[config.mk]
export PLATFORM = sky130hd
export DESIGN_NAME = mpic_top
export DESIGN_NICKNAME = d
export VERILOG_FILES = /design/src/rtl/mpic_pkg.sv /design/src/rtl/mpic_src.sv /design/src/rtl/mpic_cpu.sv /design/src/rtl/mpic_top.sv
export SDC_FILE = /design/constraint.sdc
export NUM_CORES = 1
export LEC_CHECK = 0
export BUFFER_PORTS_ARGS = -buffer_cell sky130_fd_sc_hd__buf_2
export CAP_MARGIN = 20
export CELL_PAD_IN_SITES_DETAIL_PLACEMENT = 0
export CELL_PAD_IN_SITES_GLOBAL_PLACEMENT = 1
export CORE_MARGIN = 8
export CORE_UTILIZATION = 49
export CTS_CLUSTER_DIAMETER = 150
export DETAILED_ROUTE_END_ITERATION = 16
export PLACE_DENSITY = 0.92
export SLEW_MARGIN = 20
export SYNTH_ARGS = -nofsm -noshare
export SYNTH_HDL_FRONTEND = slang
export SYNTH_SLANG_ARGS = --single-unit
[constraint.sdc]
create_clock -name clk -period 20 [get_ports clk]
set_clock_uncertainty 0.2 [all_clocks]
set_input_delay 2 -clock clk [delete_from_list [all_inputs] [get_ports clk]]
set_output_delay 2 -clock clk [all_outputs]
set_load 0.005 [all_outputs]
[src/rtl/mpic_pkg.sv]
package mpic_pkg;
  // source control word fields
  localparam int CW_VEC_LSB   = 0;
  localparam int CW_PRI_LSB   = 16;
  localparam int CW_TRIG_BIT  = 22;
  localparam int CW_POL_BIT   = 23;
  localparam int CW_ACT_BIT   = 30;
  localparam int CW_MASK_BIT  = 31;
  // feature word fields
  localparam int FT_SRC_LSB   = 0;
  localparam int FT_CPU_LSB   = 8;
  localparam int FT_VER_LSB   = 16;
  // configuration word
  localparam int CFG_MASKALL_BIT = 0;
  // word addresses
  localparam int AD_FEATURE  = 'h00;
  localparam int AD_CONFIG   = 'h01;
  localparam int AD_SPUR     = 'h02;
  localparam int AD_CPU_BASE = 'h20;
  localparam int AD_SRC_BASE = 'h40;
  // per-processor offsets (stride 4)
  localparam logic [1:0] CPU_OFS_TPR = 2'd0;
  localparam logic [1:0] CPU_OFS_ACK = 2'd1;
  localparam logic [1:0] CPU_OFS_EOS = 2'd2;
endpackage

[src/rtl/mpic_src.sv]
module mpic_src
  import mpic_pkg::*;
#(
  parameter int VEC_W = 8,
  parameter int PRI_W = 4,
  parameter int NCPU  = 2
) (
  input  logic              clk,
  input  logic              rst_n,
  input  logic              line_in,
  input  logic              cw_we,
  input  logic              dst_we,
  input  logic [31:0]       wdata,
  input  logic              mask_all,
  input  logic              claim,
  input  logic              busy,
  output logic [VEC_W-1:0]  vec,
  output logic [PRI_W-1:0]  pri,
  output logic [NCPU-1:0]   dest,
  output logic              pending,
  output logic [31:0]       cw_rdata
);

  logic             sync1_q, sync2_q, hist_q;
  logic             latch_q, latch_d;
  logic [VEC_W-1:0] vec_q, vec_d;
  logic [PRI_W-1:0] pri_q, pri_d;
  logic             trig_q, trig_d;
  logic             pol_q, pol_d;
  logic             mask_q, mask_d;
  logic [NCPU-1:0]  dest_q, dest_d;
  logic             lvl_act, edge_hit, raw_req;
  logic             unused_src_w;

  assign unused_src_w = ^wdata;

  always_comb begin
    lvl_act  = pol_q ? sync2_q : ~sync2_q;
    edge_hit = pol_q ? (sync2_q & ~hist_q) : (~sync2_q & hist_q);

    vec_d  = vec_q;
    pri_d  = pri_q;
    trig_d = trig_q;
    pol_d  = pol_q;
    mask_d = mask_q;
    if (cw_we) begin
      vec_d  = wdata[CW_VEC_LSB +: VEC_W];
      pri_d  = wdata[CW_PRI_LSB +: PRI_W];
      trig_d = wdata[CW_TRIG_BIT];
      pol_d  = wdata[CW_POL_BIT];
      mask_d = wdata[CW_MASK_BIT];
    end
    if (mask_all) mask_d = 1'b1;

    dest_d = dest_q;
    if (dst_we) dest_d = wdata[NCPU-1:0];

    latch_d = (latch_q & ~claim) | (edge_hit & ~mask_q & ~trig_q);
    if (mask_d || trig_d) latch_d = 1'b0;

    raw_req  = ~mask_q & (trig_q ? lvl_act : latch_q);
    pending  = raw_req & ~busy;
  end

  always_ff @(posedge clk or negedge rst_n) begin
    if (!rst_n) begin
      sync1_q <= 1'b0;
      sync2_q <= 1'b0;
      hist_q  <= 1'b0;
    end else begin
      sync1_q <= line_in;
      sync2_q <= sync1_q;
      hist_q  <= sync2_q;
    end
  end

  always_ff @(posedge clk or negedge rst_n) begin
    if (!rst_n) begin
      vec_q   <= '0;
      pri_q   <= '0;
      trig_q  <= 1'b0;
      pol_q   <= 1'b0;
      mask_q  <= 1'b1;
      dest_q  <= '0;
      latch_q <= 1'b0;
    end else begin
      if (cw_we || mask_all) begin
        vec_q  <= vec_d;
        pri_q  <= pri_d;
        trig_q <= trig_d;
        pol_q  <= pol_d;
        mask_q <= mask_d;
      end
      if (dst_we) dest_q <= dest_d;
      latch_q <= latch_d;
    end
  end

  always_comb begin
    cw_rdata = '0;
    cw_rdata[CW_VEC_LSB +: VEC_W] = vec_q;
    cw_rdata[CW_PRI_LSB +: PRI_W] = pri_q;
    cw_rdata[CW_TRIG_BIT] = trig_q;
    cw_rdata[CW_POL_BIT]  = pol_q;
    cw_rdata[CW_ACT_BIT]  = raw_req | busy;
    cw_rdata[CW_MASK_BIT] = mask_q;
  end

  assign vec  = vec_q;
  assign pri  = pri_q;
  assign dest = dest_q;

  AST_MASK_DROPS_EDGE: assert property (@(posedge clk) disable iff (!rst_n)
    (cw_we && wdata[CW_MASK_BIT]) |=> !latch_q);

  AST_CLAIM_CLEARS_EDGE: assert property (@(posedge clk) disable iff (!rst_n)
    (claim && !trig_q && !edge_hit) |=> !latch_q);

endmodule

[src/rtl/mpic_cpu.sv]
module mpic_cpu #(
  parameter int NSRC  = 8,
  parameter int PRI_W = 4,
  localparam int IDX_W = (NSRC > 1) ? $clog2(NSRC) : 1
) (
  input  logic              clk,
  input  logic              rst_n,
  input  logic [NSRC-1:0]   elig,
  input  logic [NSRC*PRI_W-1:0] pri_flat,
  input  logic              tpr_we,
  input  logic [PRI_W-1:0]  tpr_wdata,
  input  logic              ack,
  input  logic              eos,
  output logic              irq,
  output logic [IDX_W-1:0]  win_idx,
  output logic [PRI_W-1:0]  tpr,
  output logic [NSRC-1:0]   isr
);

  logic [PRI_W-1:0] tpr_q, tpr_d;
  logic [NSRC-1:0]  isr_q, isr_d;
  logic             found, isr_any;
  logic [PRI_W-1:0] best_pri, isr_pri, p;
  logic [IDX_W-1:0] best_idx, isr_idx;

  always_comb begin
    found    = 1'b0;
    best_pri = '0;
    best_idx = '0;
    isr_any  = 1'b0;
    isr_pri  = '0;
    isr_idx  = '0;
    for (int s = 0; s < NSRC; s++) begin
      p = pri_flat[s*PRI_W +: PRI_W];
      if (elig[s] && (!found || p > best_pri)) begin
        found    = 1'b1;
        best_pri = p;
        best_idx = IDX_W'(s);
      end
      if (isr_q[s] && (!isr_any || p > isr_pri)) begin
        isr_any = 1'b1;
        isr_pri = p;
        isr_idx = IDX_W'(s);
      end
    end
    irq = found && (best_pri > tpr_q) && (!isr_any || best_pri > isr_pri);

    tpr_d = tpr_we ? tpr_wdata : tpr_q;

    isr_d = isr_q;
    if (ack && irq)
      isr_d[best_idx] = 1'b1;
    else if (eos && isr_any)
      isr_d[isr_idx] = 1'b0;
  end

  always_ff @(posedge clk or negedge rst_n) begin
    if (!rst_n) begin
      tpr_q <= '0;
      isr_q <= '0;
    end else begin
      if (tpr_we) tpr_q <= tpr_d;
      if (ack || eos) isr_q <= isr_d;
    end
  end

  assign win_idx = best_idx;
  assign tpr     = tpr_q;
  assign isr     = isr_q;

  AST_ACK_TO_SERVICE: assert property (@(posedge clk) disable iff (!rst_n)
    (ack && irq) |=> isr_q[$past(best_idx)]);

  AST_EOS_RETIRES_ONE: assert property (@(posedge clk) disable iff (!rst_n)
    (eos && !ack && (isr_q != '0)) |=> ($countones(isr_q) == $countones($past(isr_q)) - 1));

endmodule

[src/rtl/mpic_top.sv]
module mpic_top
  import mpic_pkg::*;
#(
  parameter int NSRC    = 8,
  parameter int NCPU    = 2,
  parameter int VEC_W   = 8,
  parameter int PRI_W   = 4,
  parameter int ADDR_W  = 8,
  parameter int VERSION = 2
) (
  input  logic              clk,
  input  logic              rst_n,
  input  logic [NSRC-1:0]   irq_in,
  input  logic [ADDR_W-1:0] reg_addr,
  input  logic              reg_wr,
  input  logic              reg_rd,
  input  logic [31:0]       reg_wdata,
  output logic [31:0]       reg_rdata,
  output logic [NCPU-1:0]   cpu_irq
);

  localparam int IDX_W = (NSRC > 1) ? $clog2(NSRC) : 1;

  logic [1:0] rst_sync_q;
  logic       rst_i;

  always_ff @(posedge clk or negedge rst_n) begin
    if (!rst_n) rst_sync_q <= 2'b00;
    else        rst_sync_q <= {rst_sync_q[0], 1'b1};
  end
  assign rst_i = rst_sync_q[1];

  // source side
  logic [VEC_W-1:0] s_vec  [NSRC];
  logic [PRI_W-1:0] s_pri  [NSRC];
  logic [NCPU-1:0]  s_dest [NSRC];
  logic [31:0]      s_cw   [NSRC];
  logic [NSRC-1:0]  s_pend, s_cw_we, s_dst_we, s_claim, s_busy, s_mask;
  logic [NSRC*PRI_W-1:0] pri_flat;

  // processor side
  logic [NCPU-1:0]  c_irq, c_tpr_we, c_ack, c_eos;
  logic [IDX_W-1:0] c_win [NCPU];
  logic [PRI_W-1:0] c_tpr [NCPU];
  logic [NSRC-1:0]  c_isr [NCPU];
  logic [NSRC-1:0]  c_elig [NCPU];
  logic [NCPU-1:0]  owners [NSRC];

  // decode
  logic [ADDR_W-1:0] src_off, cpu_off;
  logic              src_hit, cpu_hit, mask_all;
  logic [31:0]       spur_q, spur_d, feat, rdata_q, rdata_d;

  always_comb begin
    src_off  = reg_addr - ADDR_W'(AD_SRC_BASE);
    cpu_off  = reg_addr - ADDR_W'(AD_CPU_BASE);
    src_hit  = (reg_addr >= ADDR_W'(AD_SRC_BASE)) && (src_off < ADDR_W'(2*NSRC));
    cpu_hit  = (reg_addr >= ADDR_W'(AD_CPU_BASE)) && (cpu_off < ADDR_W'(4*NCPU));
    mask_all = reg_wr && (reg_addr == ADDR_W'(AD_CONFIG)) && reg_wdata[CFG_MASKALL_BIT];
    for (int s = 0; s < NSRC; s++) begin
      s_cw_we[s]  = reg_wr && src_hit && (src_off[ADDR_W-1:1] == (ADDR_W-1)'(s)) && !src_off[0];
      s_dst_we[s] = reg_wr && src_hit && (src_off[ADDR_W-1:1] == (ADDR_W-1)'(s)) &&  src_off[0];
    end
    for (int c = 0; c < NCPU; c++) begin
      c_tpr_we[c] = reg_wr && cpu_hit && (cpu_off[ADDR_W-1:2] == (ADDR_W-2)'(c)) && (cpu_off[1:0] == CPU_OFS_TPR);
      c_ack[c]    = reg_rd && cpu_hit && (cpu_off[ADDR_W-1:2] == (ADDR_W-2)'(c)) && (cpu_off[1:0] == CPU_OFS_ACK);
      c_eos[c]    = reg_wr && cpu_hit && (cpu_off[ADDR_W-1:2] == (ADDR_W-2)'(c)) && (cpu_off[1:0] == CPU_OFS_EOS);
    end
  end

  // cross connections between sources and processors
  always_comb begin
    for (int s = 0; s < NSRC; s++) begin
      pri_flat[s*PRI_W +: PRI_W] = s_pri[s];
      s_claim[s] = 1'b0;
      s_mask[s]  = s_cw[s][CW_MASK_BIT];
      for (int c = 0; c < NCPU; c++) begin
        c_elig[c][s] = s_pend[s] & s_dest[s][c];
        owners[s][c] = c_isr[c][s];
        if (c_ack[c] && c_irq[c] && (c_win[c] == IDX_W'(s))) s_claim[s] = 1'b1;
      end
      s_busy[s] = |owners[s];
    end
  end

  for (genvar gs = 0; gs < NSRC; gs++) begin : g_src
    mpic_src #(.VEC_W(VEC_W), .PRI_W(PRI_W), .NCPU(NCPU)) u_src (
      .clk      (clk),
      .rst_n    (rst_i),
      .line_in  (irq_in[gs]),
      .cw_we    (s_cw_we[gs]),
      .dst_we   (s_dst_we[gs]),
      .wdata    (reg_wdata),
      .mask_all (mask_all),
      .claim    (s_claim[gs]),
      .busy     (s_busy[gs]),
      .vec      (s_vec[gs]),
      .pri      (s_pri[gs]),
      .dest     (s_dest[gs]),
      .pending  (s_pend[gs]),
      .cw_rdata (s_cw[gs])
    );
    AST_SINGLE_OWNER: assert property (@(posedge clk) disable iff (!rst_i)
      $onehot0(owners[gs]));
  end

  for (genvar gc = 0; gc < NCPU; gc++) begin : g_cpu
    mpic_cpu #(.NSRC(NSRC), .PRI_W(PRI_W)) u_cpu (
      .clk       (clk),
      .rst_n     (rst_i),
      .elig      (c_elig[gc]),
      .pri_flat  (pri_flat),
      .tpr_we    (c_tpr_we[gc]),
      .tpr_wdata (reg_wdata[PRI_W-1:0]),
      .ack       (c_ack[gc]),
      .eos       (c_eos[gc]),
      .irq       (c_irq[gc]),
      .win_idx   (c_win[gc]),
      .tpr       (c_tpr[gc]),
      .isr       (c_isr[gc])
    );
  end

  // global registers and read path
  always_comb begin
    feat = '0;
    feat[FT_SRC_LSB +: 8] = 8'(NSRC - 1);
    feat[FT_CPU_LSB +: 5] = 5'(NCPU - 1);
    feat[FT_VER_LSB +: 8] = 8'(VERSION);

    spur_d = spur_q;
    if (reg_wr && reg_addr == ADDR_W'(AD_SPUR)) begin
      spur_d = '0;
      spur_d[VEC_W-1:0] = reg_wdata[VEC_W-1:0];
    end

    rdata_d = '0;
    if (reg_addr == ADDR_W'(AD_FEATURE)) rdata_d = feat;
    else if (reg_addr == ADDR_W'(AD_SPUR)) rdata_d = spur_q;
    for (int s = 0; s < NSRC; s++) begin
      if (s_cw_we[s] || (reg_rd && src_hit && src_off[ADDR_W-1:1] == (ADDR_W-1)'(s) && !src_off[0]))
        rdata_d = s_cw[s];
      if (reg_rd && src_hit && src_off[ADDR_W-1:1] == (ADDR_W-1)'(s) && src_off[0])
        rdata_d = 32'(s_dest[s]);
    end
    for (int c = 0; c < NCPU; c++) begin
      if (reg_rd && cpu_hit && cpu_off[ADDR_W-1:2] == (ADDR_W-2)'(c) && cpu_off[1:0] == CPU_OFS_TPR)
        rdata_d = 32'(c_tpr[c]);
      if (c_ack[c])
        rdata_d = c_irq[c] ? 32'(s_vec[c_win[c]]) : spur_q;
    end
  end

  always_ff @(posedge clk or negedge rst_i) begin
    if (!rst_i) begin
      spur_q  <= '0;
      rdata_q <= '0;
    end else begin
      if (reg_wr) spur_q  <= spur_d;
      if (reg_rd) rdata_q <= rdata_d;
    end
  end

  assign reg_rdata = rdata_q;
  assign cpu_irq   = c_irq;

  AST_ONE_CLAIM: assert property (@(posedge clk) disable iff (!rst_i)
    $onehot0(s_claim));

  AST_MASKALL_WRITE: assert property (@(posedge clk) disable iff (!rst_i)
    mask_all |=> (&s_mask));

  AST_MASKALL_QUIET: assert property (@(posedge clk) disable iff (!rst_i)
    mask_all |=> (cpu_irq == '0));

endmodule

==> results.json, run 1 <==
{
  "status": "finished clean",
  "vias_per_cell": 6.95,
  "root_buffer": "clkbuf_16",
  "final_nets": 2102,
  "holdBufCountCts": 0,
  "crit_slowest_cell": "nor2b_1",
  "post_cts_resized": 0,
  "drt-pass1-iter-count": 7,
  "synth_cells": 1897,
  "globalplace.congestion": 1.00,
  "chipWidth_um": 204,
  "dp_hpwl_um": 48800,
  "ys.flop_type": "dfrtp_1",
  "die_area_sq_um": 41500,
  "routed_wl_um": 67400,
  "total_leakage_power_nw": 8.30,
  "finalPower_mw": 1.13,
  "synth_common_cells": "211 x dfrtp_1, 199 x nand2_1, 167 x mux2_2, 134 x ha_1, 117 x nor2_1",
  "globalRouteOverflowTotal": 0,
  "final.min_clock_period_ns": 18.42,
  "drv_slew": 0,
  "pre_cts_ws_ns": 2.51,
  "cp_common_cell": "o21a_1",
  "worst_ep_required_time_ns": 17.80,
  "htree_num_levels": 1,
  "boundaryPins": 86,
  "area_delta_synth_final_pct": 8.68,
  "synth_area_sq_um": 17300,
  "antenna_found_initial": 0,
  "postCtsSetupBuffers": 0,
  "layout-drive-gt1-share": 0.183,
  "async_flop_share": 1.00,
  "vias": 16600,
  "n_antenna_cell": 0,
  "critPathKind": "flip-flop to output pin",
  "synth_top_area_frac": 0.306,
  "cts_buffer_depth": 3,
  "ys_ff_latch": 219,
  "cellPowerDensity_nw_per_um2": 60.2,
  "fp.coreArea_sq_um": 34600,
  "die_h_um": 204,
  "yosysWarnings": 0,
  "cts_buffers": 23,
  "grt_max_degree": 80,
  "crit_arrival_ns": 16.22,
  "clk_latency_ns": 0.54,
  "initial_core_util": 0.499,
  "startpoint_type": "flip-flop",
  "path_clk_slew_ns": 0.07,
  "grt_use_total": 0.316,
  "clock-sinks": 219,
  "avgSynthCellArea_sq_um": 9.10,
  "yosysMostFrequentCell": "dfrtp_1",
  "synth_edf_count": 0,
  "ys_seq_area_frac": 0.318,
  "synth.distinct_cells": 104,
  "wl_per_cell_um": 28.3,
  "hold_class": "flip-flop to flip-flop",
  "synthTopCellsByArea": "dfrtp_1 31%, mux2_2 11%, ha_1 9.7%",
  "grt_pass1_vias": 16200,
  "fmax_mhz": 54.3,
  "final-hold-violation-count": 0,
  "yosys.area.top_type": "dfrtp_1",
  "reg2regPathDepth": 65,
  "grt_pass1_wl_um": 101000,
  "final.setup.worst_slack_ns": 1.58,
  "rsz0062_at_grt": "false",
  "tightest_slew_ns": 1.21,
  "drc_errors": 0,
  "tritoncts": "built",
  "crit_fanout": 14,
  "fp-row-count": 68,
  "finalCritPeriodShare": 0.921,
  "drtIter0Drc": 2267,
  "setup_viol": 0,
  "maxSlewHeadroom": 0.190,
  "holdPathStages": 0,
  "hold_ws_ns": 0.146,
  "max_cap_viol_count": 0,
  "vdd_drop_max_v": 0.0000775,
  "portBuffers": 53,
  "slowest_delay_ns": 0.79,
  "drtAntennaViolNets": 0,
  "crit_path_end_kind": "output pin",
  "setup_tns_ns": 0
}
## sequential cells by signal, summed over array words and instances, names as in the netlist, 16 cells and up
signal	cells
g_cpu.u_cpu.isr	16
reg_rdata	17
g_src.u_src.vec	64
g_src.u_src.pri	32
g_src.u_src.dest	16
## worst max-delay path: cells and delay by family, from the launching register on
family	cells	cell delay, ns
AO/OA/AOI/OAI	36	8.00
multiplexers	2	0.77
flip-flops	1	0.62
AND/OR/NAND/NOR	17	2.88
adder cells (fa/ha/maj)	8	2.38
buffers and inverters	4	0.95
## area by class of cell
cell class	instances	area (sq um)
well taps	455	569
clock buffers	34	677
flip-flops and latches	219	5490
multi-input cells	1532	11200
fillers	3128	15900
clock inverters	6	50.0
repair buffers	89	576
inverters	51	191
## per-layer routing
metal / GRT usage / vias to the layer above / wire [um]
met2: 0.480 / 1079 / 28900
met3: 0.0554 / 267 / 7510
met4: 0.163 / 0 / 3980
met5: 0 / - / 0
li1: - / 7178 / -
met1: 0.428 / 8060 / 27100
## where the power goes
group | switching (mW) | leakage, nW | internal [mW]
sequential | 0.0177 | 2.87 | 0.457
clock | 0.185 | 0.354 | 0.235
combinational | 0.142 | 5.08 | 0.0923
## worst paths after layout
check,from,to,slack (ns)
min in group asynchronous,rst_sync_q[1]$_DFF_PN0_,g_src[0].u_src.pol_q$_DFFE_PN0P_,0.22
setup reg to reg,g_cpu[0].u_cpu.isr[0]$_DFFE_PN0P_,g_src[2].u_src.latch_q$_DFF_PN0_,2.59
setup / recovery,g_cpu[1].u_cpu.isr[0]$_DFFE_PN0P_,cpu_irq[1],1.58
max in group asynchronous,rst_sync_q[1]$_DFF_PN0_,g_cpu[0].u_cpu.tpr[1]$_DFFE_PN0P_,18.14
hold reg to reg,g_src[1].u_src.sync1_q$_DFF_PN0_,g_src[1].u_src.sync2_q$_DFF_PN0_,0.15
hold / removal,g_src[1].u_src.sync1_q$_DFF_PN0_,g_src[1].u_src.sync2_q$_DFF_PN0_,0.15
## logic make-up (layout without fill, tap and decap cells)
group | count (synthesis) | after routing | synth area share
xor+xnor | 9 | 9 | 0.00457
flops | 219 | 219 | 0.318
other cells | 2 | 16 | 0.000435
mux | 222 | 222 | 0.146
simple gates | 625 | 625 | 0.182
fa+ha+maj | 134 | 134 | 0.0971
compound gates | 526 | 526 | 0.211
buf+inv | 160 | 180 | 0.0408
## placed cells by master, fill, tap and decap left out, types with 20 or more instances in the layout
cell	instances
nor3_1	43
nor2_1	117
and2_1	29
nand2_1	197
a22oi_1	20
o21ai_0	94
o22ai_1	30
buf_2	53
o211ai_1	28
clkbuf_16	23
a21oi_1	96
ha_1	134
nand3_1	55
buf_4	30
dfrtp_1	210
mux2i_1	41
inv_1	48
a21o_1	22
nor2b_1	37
nand4_1	35
mux2_2	167
o21a_1	48
## per-stage QoR
| step | area, sq um | util | cells |
|---|---|---|---|
| CTS | 18700 | 0.540 | 2383 |
| finish | 18800 | 0.542 | 2386 |
| global placement | 18000 | 0.519 | 2342 |
| detailed placement | 18000 | 0.519 | 2343 |
| global route | 18800 | 0.542 | 2386 |
| floorplan | 17300 | - | 1911 |
Power figures use the tool's default switching activity.
==> run 2: changes to the inputs <==
- BUFFER_PORTS_ARGS: -buffer_cell sky130_fd_sc_hd__buf_2 -> unset
- CORE_UTILIZATION: 49 -> 51
- DONT_BUFFER_PORTS: unset -> 1
==> results.json, run 2 (same netlist as run 1, synthesis figures left out) <==
{
  "p_comb_frac": 0.188,
  "vdd_drop_max_v": 0.0000618,
  "boundaryPins": 86,
  "initial_core_util": 0.516,
  "power.share.clock": 0.406,
  "final.setup.worst_slack_ns": 1.92,
  "internal_power_uw": 829,
  "finalCritPeriodShare": 0.904,
  "grt_max_degree": 162,
  "hold_ws_ns": 0.151,
  "globalRouteOverflowTotal": 0,
  "drtAntennaViolNets": 0,
  "largest_register_ffs": 64,
  "fmax_mhz": 55.3,
  "crit_buf_inv": 1,
  "final.min_clock_period_ns": 18.08,
  "cp_top_family": "compound AO/OA/AOI/OAI gates",
  "cellPowerDensity_nw_per_um2": 63.1,
  "root_buffer": "clkbuf_16",
  "chipWidth_um": 200,
  "hold_class": "flip-flop to flip-flop",
  "area_delta_synth_final_pct": 7.39,
  "worst_ep_required_time_ns": 17.80,
  "htree_num_levels": 1,
  "clk_latency_ns": 0.56,
  "finalPower_mw": 1.17,
  "grt_use_total": 0.325,
  "vias": 16500,
  "postCtsSetupBuffers": 0,
  "setup_viol": 0,
  "portBuffers": 0,
  "swShare": 0.292,
  "rsz0062_at_grt": "false",
  "critPathKind": "flip-flop to output pin",
  "clock-sinks": 219,
  "holdBufCountCts": 0,
  "tritoncts": "built",
  "die_h_um": 200,
  "die_area_sq_um": 40000,
  "dp_cells": 2277,
  "nFillCells": 2975,
  "stdcell_count": 2322,
  "pre_cts_ws_ns": 2.90,
  "dp_hpwl_um": 47700,
  "grt_pass1_wl_um": 98500,
  "n_antenna_cell": 0,
  "cp_common_cell": "o21a_1",
  "final-hold-violation-count": 0,
  "drv_slew": 0,
  "crit_fanout": 15,
  "setup_tns_ns": 0,
  "globalplace.congestion": 1.01,
  "cts_buffers": 24,
  "path_clk_slew_ns": 0.06,
  "crit_slowest_cell": "dfrtp_1",
  "final_common_cell": "dfrtp_1",
  "p_sw_uw": 342,
  "final_util": 0.554,
  "final_nets": 2042,
  "total_leakage_power_nw": 8.08,
  "fp-row-count": 67,
  "max_cap_viol_count": 0,
  "crit_path_end_kind": "output pin",
  "maxSlewHeadroom": 0.191,
  "drtIter0Drc": 2280,
  "grt_pass1_vias": 16100,
  "fin_area_sq_um": 18500,
  "startpoint_type": "flip-flop",
  "final_cell_mix": "210 x dfrtp_1, 198 x nand2_1, 167 x mux2_2",
  "status": "finished clean",
  "routed_wl_um": 65700,
  "drc_errors": 0,
  "drt-pass1-iter-count": 7,
  "crit_arrival_ns": 15.88,
  "vias_per_cell": 7.10,
  "cts_buffer_depth": 3,
  "tightest_slew_ns": 1.21,
  "layout-drive-gt1-share": 0.158,
  "post_cts_resized": 0,
  "antenna_found_initial": 2,
  "seq_power_share": 0.406,
  "placedInstanceArea_sq_um": 17700,
  "fp.coreArea_sq_um": 33400,
  "slowest_delay_ns": 0.67,
  "wl_per_cell_um": 28.3
}
[run 2: changes by cell type in the layout (fill, tap and decap cells not counted), sizes merged]
| cell | before | now |
|---|---|---|
| bufinv | 0 | 3 |
| inv | 50 | 51 |
| clkinvlp | 2 | 0 |
| clkinv | 5 | 6 |
| buf | 88 | 28 |
[run 2: path summary, 6_finish.rpt]
check                                                  start                                 to  slack (ns)  cells after the start
setup / recovery           g_cpu[0].u_cpu.isr[0]$_DFFE_PN0P_                         cpu_irq[0]        1.92                     61
hold / removal              g_src[4].u_src.sync1_q$_DFF_PN0_   g_src[4].u_src.sync2_q$_DFF_PN0_        0.15                      0
setup reg to reg           g_cpu[0].u_cpu.isr[0]$_DFFE_PN0P_   g_src[1].u_src.latch_q$_DFF_PN0_        2.60                     67
hold reg to reg             g_src[4].u_src.sync1_q$_DFF_PN0_   g_src[4].u_src.sync2_q$_DFF_PN0_        0.15                      0
max in group asynchronous            rst_sync_q[1]$_DFF_PN0_  g_cpu[0].u_cpu.tpr[0]$_DFFE_PN0P_       18.00                      1
min in group asynchronous            rst_sync_q[1]$_DFF_PN0_   g_src[0].u_src.sync1_q$_DFF_PN0_        0.20                      0
[run 2: layout make-up]
| cell class | instances | area, sq um | share of cell area |
|---|---|---|---|
| multi-input cells | 1532 | 11200 | 0.604 |
| flip-flops and latches | 219 | 5490 | 0.296 |
| clock buffers | 35 | 692 | 0.0373 |
| well taps | 448 | 561 | 0.0302 |
| repair buffers | 28 | 243 | 0.0131 |
| inverters | 51 | 191 | 0.0103 |
| clock inverters | 9 | 155 | 0.00837 |
[run 2: power by group through the flow]
stage | registers, mW | logic [mW] | clock network (mW)
CTS | 0.475 | 0.215 | 0.478
global placement | 0.482 | 0.206 | 0
floorplan | 0.480 | 0.158 | 0
detailed placement | 0.483 | 0.215 | 0
finish | 0.476 | 0.220 | 0.475
global route | 0.477 | 0.239 | 0.496
[run 2: worst register-to-register path, delay by kind of cell (launching register included)]
kind                       cells  cell delay (ns)
DFF                            1             0.67
AOI/OAI and AO/OA             40            10.74
and+or+nand+nor               16             2.54
muxes                          1             0.42
adders and majority gates      8             2.24
buffers and inverters          2             0.51
[run 2: metal layers]
metal | up-vias | global-route usage | share of wire
li1 | 7055 | - | -
met1 | 8056 | 0.431 | 0.39
met2 | 1086 | 0.492 | 0.43
met3 | 284 | 0.0644 | 0.12
met4 | 2 | 0.180 | 0.065
met5 | - | 0 | 0.00062
